[config.mk]
export PLATFORM = sky130hd
export DESIGN_NAME = thr_issue_sel
export DESIGN_NICKNAME = d
export VERILOG_FILES = /design/src/rtl/thr_pkg.sv /design/src/rtl/thr_rst_sync.sv /design/src/rtl/thr_ctx.sv /design/src/rtl/thr_rr_pick.sv /design/src/rtl/thr_issue_sel.sv
export SDC_FILE = /design/constraint.sdc
export NUM_CORES = 1
export LEC_CHECK = 0
export BUFFER_PORTS_ARGS = -buffer_cell sky130_fd_sc_hd__buf_2
export CELL_PAD_IN_SITES_DETAIL_PLACEMENT = 1
export CELL_PAD_IN_SITES_GLOBAL_PLACEMENT = 1
export CORE_MARGIN = 2
export CORE_UTILIZATION = 46
export DETAILED_ROUTE_END_ITERATION = 8
export PLACE_DENSITY = 0.84
export SLEW_MARGIN = 20
export SYNTH_ARGS = -nofsm -noshare
export SYNTH_HDL_FRONTEND = slang
export SYNTH_HIERARCHICAL = 1
export SYNTH_SLANG_ARGS = --single-unit
[constraint.sdc]
create_clock -name clk -period 8.7 [get_ports clk]
set_input_delay 0 -clock clk [delete_from_list [all_inputs] [get_ports clk]]
set_output_delay 0 -clock clk [all_outputs]
set_load 0.1 [all_outputs]
[src/rtl/thr_pkg.sv]
package thr_pkg;
  typedef enum logic [1:0] {
    TH_OFF  = 2'd0,
    TH_RDY  = 2'd1,
    TH_WAIT = 2'd2
  } th_state_e;
endpackage

[src/rtl/thr_rst_sync.sv]
module thr_rst_sync (
  input  logic clk,
  input  logic rst_n,
  output logic rst_q_n
);
  logic meta_q;

  always_ff @(posedge clk or negedge rst_n) begin
    if (!rst_n) begin
      meta_q  <= 1'b0;
      rst_q_n <= 1'b0;
    end else begin
      meta_q  <= 1'b1;
      rst_q_n <= meta_q;
    end
  end
endmodule

[src/rtl/thr_ctx.sv]
module thr_ctx #(
  parameter int PC_W = 32
) (
  input  logic            clk,
  input  logic            rst_n,
  input  logic            start_hit,
  input  logic [PC_W-1:0] start_pc,
  input  logic            stall_hit,
  input  logic            done_hit,
  input  logic            redir_hit,
  input  logic [PC_W-1:0] redir_pc,
  input  logic            issue_hit,
  output logic            ready,
  output logic            waiting,
  output logic [PC_W-1:0] pc
);
  import thr_pkg::*;

  localparam logic [PC_W-1:0] PC_STEP = PC_W'(4);

  th_state_e       st_q, st_d;
  logic [PC_W-1:0] pc_d;
  logic            pc_en;

  // next state of the thread
  always_comb begin
    st_d = st_q;
    unique case (st_q)
      TH_OFF:  if (start_hit) st_d = TH_RDY;
      TH_RDY:  if (stall_hit) st_d = TH_WAIT;
      TH_WAIT: if (done_hit && !stall_hit) st_d = TH_RDY;
      default: st_d = TH_OFF;
    endcase
  end

  // next PC: start load, redirect over increment
  always_comb begin
    pc_en = 1'b0;
    pc_d  = pc;
    if (st_q == TH_OFF) begin
      if (start_hit) begin
        pc_en = 1'b1;
        pc_d  = start_pc;
      end
    end else if (redir_hit) begin
      pc_en = 1'b1;
      pc_d  = redir_pc;
    end else if (issue_hit) begin
      pc_en = 1'b1;
      pc_d  = pc + PC_STEP;
    end
  end

  always_ff @(posedge clk or negedge rst_n) begin
    if (!rst_n) st_q <= TH_OFF;
    else        st_q <= st_d;
  end

  always_ff @(posedge clk or negedge rst_n) begin
    if (!rst_n)     pc <= '0;
    else if (pc_en) pc <= pc_d;
  end

  assign ready   = (st_q == TH_RDY);
  assign waiting = (st_q == TH_WAIT);
endmodule

[src/rtl/thr_rr_pick.sv]
module thr_rr_pick #(
  parameter int N_THR = 4,
  localparam int TAG_W = (N_THR > 1) ? $clog2(N_THR) : 1
) (
  input  logic [N_THR-1:0] ready,
  input  logic [TAG_W-1:0] last_tag,
  input  logic             hold,
  output logic             pick_vld,
  output logic [TAG_W-1:0] pick_tag
);
  int               idx;
  logic [TAG_W-1:0] cand;
  logic             found;

  always_comb begin
    pick_vld = |ready;
    pick_tag = last_tag;
    found    = 1'b0;
    idx      = 0;
    cand     = '0;
    if (hold && ready[last_tag]) begin
      found = 1'b1;
    end
    for (int k = 1; k <= N_THR; k++) begin
      idx  = (int'(last_tag) + k) % N_THR;
      cand = TAG_W'(idx);
      if (!found && ready[cand]) begin
        found    = 1'b1;
        pick_tag = cand;
      end
    end
  end
endmodule

[src/rtl/thr_issue_sel.sv]
module thr_issue_sel #(
  parameter int N_THR = 4,
  parameter int PC_W  = 32,
  localparam int TAG_W = (N_THR > 1) ? $clog2(N_THR) : 1
) (
  input  logic                  clk,
  input  logic                  rst_n,
  input  logic                  mode_blocked,
  input  logic [N_THR-1:0]      start_req,
  input  logic [N_THR*PC_W-1:0] start_pc,
  input  logic                  stall_vld,
  input  logic [TAG_W-1:0]      stall_tag,
  input  logic                  done_vld,
  input  logic [TAG_W-1:0]      done_tag,
  input  logic                  redir_vld,
  input  logic [TAG_W-1:0]      redir_tag,
  input  logic [PC_W-1:0]       redir_pc,
  output logic                  fetch_vld,
  output logic [TAG_W-1:0]      fetch_tag,
  output logic [PC_W-1:0]       fetch_pc
);
  logic                  rst_q_n;
  logic [N_THR-1:0]      ready_vec;
  logic [N_THR-1:0]      wait_vec;
  logic [N_THR*PC_W-1:0] pc_flat;
  logic [TAG_W-1:0]      last_q;
  logic                  pick_vld;
  logic [TAG_W-1:0]      pick_tag;

  thr_rst_sync u_rst (
    .clk     (clk),
    .rst_n   (rst_n),
    .rst_q_n (rst_q_n)
  );

  for (genvar g = 0; g < N_THR; g++) begin : g_thr
    logic hit_stall, hit_done, hit_redir, hit_issue;
    assign hit_stall = stall_vld && (stall_tag == TAG_W'(g));
    assign hit_done  = done_vld  && (done_tag  == TAG_W'(g));
    assign hit_redir = redir_vld && (redir_tag == TAG_W'(g));
    assign hit_issue = pick_vld  && (pick_tag  == TAG_W'(g));

    thr_ctx #(.PC_W(PC_W)) u_ctx (
      .clk       (clk),
      .rst_n     (rst_q_n),
      .start_hit (start_req[g]),
      .start_pc  (start_pc[g*PC_W +: PC_W]),
      .stall_hit (hit_stall),
      .done_hit  (hit_done),
      .redir_hit (hit_redir),
      .redir_pc  (redir_pc),
      .issue_hit (hit_issue),
      .ready     (ready_vec[g]),
      .waiting   (wait_vec[g]),
      .pc        (pc_flat[g*PC_W +: PC_W])
    );
  end

  thr_rr_pick #(.N_THR(N_THR)) u_pick (
    .ready    (ready_vec),
    .last_tag (last_q),
    .hold     (mode_blocked),
    .pick_vld (pick_vld),
    .pick_tag (pick_tag)
  );

  always_ff @(posedge clk or negedge rst_q_n) begin
    if (!rst_q_n)      last_q <= '0;
    else if (pick_vld) last_q <= pick_tag;
  end

  assign fetch_vld = pick_vld;
  assign fetch_tag = pick_tag;
  assign fetch_pc  = pc_flat[int'(pick_tag)*PC_W +: PC_W];
endmodule

==> impl_results.md <==
- Total global routing overflow: 0
- Worst setup path class: reg -> reg
- Worst hold endpoint: g_thr[3].u_ctx/pc[10]$_DFFE_PN0P_
- RR Startpoint: g_thr[1].u_ctx/st_q[1]$_DFFE_PN0P_
- CP Capture Type: flop
- TritonRoute pass-1 iters: 5
- Max-Cap Viols: 0
- Avg Vias per Cell: 6.94
- CTS Buf Count: 17
- Setup WS pre-CTS: 4.67 ns
- Synthesized cell area: 11300 um2
- Synthesized Nets: 1562
- Core area: 24200 um2
- # DRC: 0
- Hold path start: start_pc[106]
- Cts hold-fix bufs: 121
- Gr usage total: 0.453
- Startpoint Class: flop
- Synth-to-layout area growth: 26.7%
- Critical Path AT: 4.50 ns
- Cts repair resizes: 0
- # setup viols final: 0
- Fmax: 0.236 GHz
- Routed wire length on met2: 25.3 mm
- Final hold viol count: 0
- Worst skew pair latency: 0.44 ns
- Vias in the first global route: 14000
- Die area: 25900 um2
- DRT Wirelength: 59.1 mm
- Final Slew Violations: 0
- Most common cell after layout, fill and taps aside: buf_2
- Root buffer cell: clkbuf_16
- Worst clock skew: 0.0151 ns
- Yosys warnings: 6
- First-pass GRT wire length: 87.6 mm
- Wire length on met1: 21.5 mm
- IO Count: 211
- TNS Setup: 0 ns
- Initial DRC count: 1611
- Post-route ant nets: 0
- Clk sinks: 140
- R2R Setup Slk: 4.47 ns
- Post-synthesis cell count: 1382
- Chip height: 161 um
- WP data required: 8.97 ns
- CTS H-tree lvls: 4
- Chip Width: 161 um
- Routability Congestion: 0.995
- Reg-to-reg critical path endpoint: g_thr[2].u_ctx/pc[28]$_DFFE_PN0P_
- Postcts setup bufs: 0
- Slew headroom: 0.335
- Clock transition at path regs: 0.06 ns
- Share of cells above drive strength 1: 0.207
- Initial Utilization: 0.468
- Vias after detailed routing: 13900
- Status: finished clean
- R2R cell count: 12
- Fill cell total of the finished layout: 2977
- Met3 routed WL: 6.71 mm
- Worst-path fanout max: 38
- Uppermost layer routed: met5
- DR WL/cell: 29.6 um
- Largest net degree at the start of global routing: 73
- FP Rows: 57
- Most frequent cells in the layout: 210 x buf_2, 139 x o21ai_0, 139 x dfrtp_1, 138 x nand2_1, 128 x nand3_1
- HP Class: in -> reg
- Net count reported at finish: 1832
- Post-Layout Inst Area: 14400 um2
- Hold Crit Depth: 4
- Initial antenna violation count: 9
- Area post-placement: 12500 um2
- Max clock buf depth: 2
- Final worst setup slack: 4.47 ns
- CTS tree: yes
- PortBufs: 210
- Avg Synthesized Cell Area: 8.21 um2
- Final min period: 4.23 ns
- Unrepaired setup endpoints after global routing: false
- HPWL Detailed: 39.2 mm
- Period Utilization, post-route: 0.487
- Worst-Margin Slew: 0.998 ns
==> critical path, stage by stage, from the launching register on <==
cell	delay (ns)
dfrtp_1	0.46
nor2b_1	0.70
nor2_1	0.17
a21o_2	0.23
a31oi_1	0.22
nor2_1	0.08
a22oi_2	0.18
buf_4	0.43
and3b_1	0.34
o22ai_2	0.27
buf_4	0.33
a221oi_1	0.44
o21ai_0	0.21
==> per-stage QoR <==
step | instances | utilization | hold slack (ns)
after CTS | 1988 | 0.592 | 0.00181
after detailed placement | 1836 | 0.515 | -0.213
final | 1995 | 0.593 | 0.0163
after floorplan | 1382 | - | -0.296
after global placement | 1836 | 0.515 | -0.214
after global routing | 1992 | 0.592 | 0.0212
==> routing by layer <==
| layer | vias up | GRT usage |
|---|---|---|
| li1 | 5757 | - |
| met1 | 6808 | 0.565 |
| met2 | 989 | 0.676 |
| met3 | 294 | 0.119 |
| met4 | 6 | 0.336 |
| met5 | - | 0 |
==> sequential cells by signal (all words and copies together) (netlist names) <==
register,count
u_rst/meta_q,1
g_thr.u_ctx/st_q,8
last_q,2
g_thr.u_ctx/pc,128
u_rst/rst_q_n,1
==> final cells by class <==
| cell class | instances | area [um2] | share of cell area |
|---|---|---|---|
| inverters | 31 | 116 | 0.00810 |
| well taps | 324 | 405 | 0.0282 |
| flip-flops and latches | 140 | 3510 | 0.244 |
| clock inverters | 11 | 218 | 0.0151 |
| diodes | 7 | 17.5 | 0.00122 |
| multi-input cells | 1116 | 7290 | 0.507 |
| repair buffers | 346 | 2380 | 0.165 |
| clock buffers | 20 | 437 | 0.0304 |
==> worst max path at each step <==
stage	start	slack, ns	endpoint
after detailed placement	g_thr[1].u_ctx/st_q[1]$_DFFE_PN0P_	4.67	g_thr[2].u_ctx/pc[26]$_DFFE_PN0P_
after CTS	g_thr[1].u_ctx/st_q[1]$_DFFE_PN0P_	4.67	g_thr[3].u_ctx/pc[26]$_DFFE_PN0P_
after global routing	g_thr[3].u_ctx/st_q[0]$_DFFE_PN0P_	4.25	g_thr[2].u_ctx/pc[28]$_DFFE_PN0P_
after floorplan	u_rst/rst_q_n$_DFF_PN0_	4.51	g_thr[0].u_ctx/pc[0]$_DFFE_PN0P_
final	g_thr[1].u_ctx/st_q[1]$_DFFE_PN0P_	4.47	g_thr[2].u_ctx/pc[28]$_DFFE_PN0P_
after global placement	g_thr[1].u_ctx/st_q[1]$_DFFE_PN0P_	4.73	g_thr[2].u_ctx/pc[26]$_DFFE_PN0P_
Power is left out: the tool's default activity adds up to more than one toggle a clock period on the data nets, which glitch-free logic cannot reach.
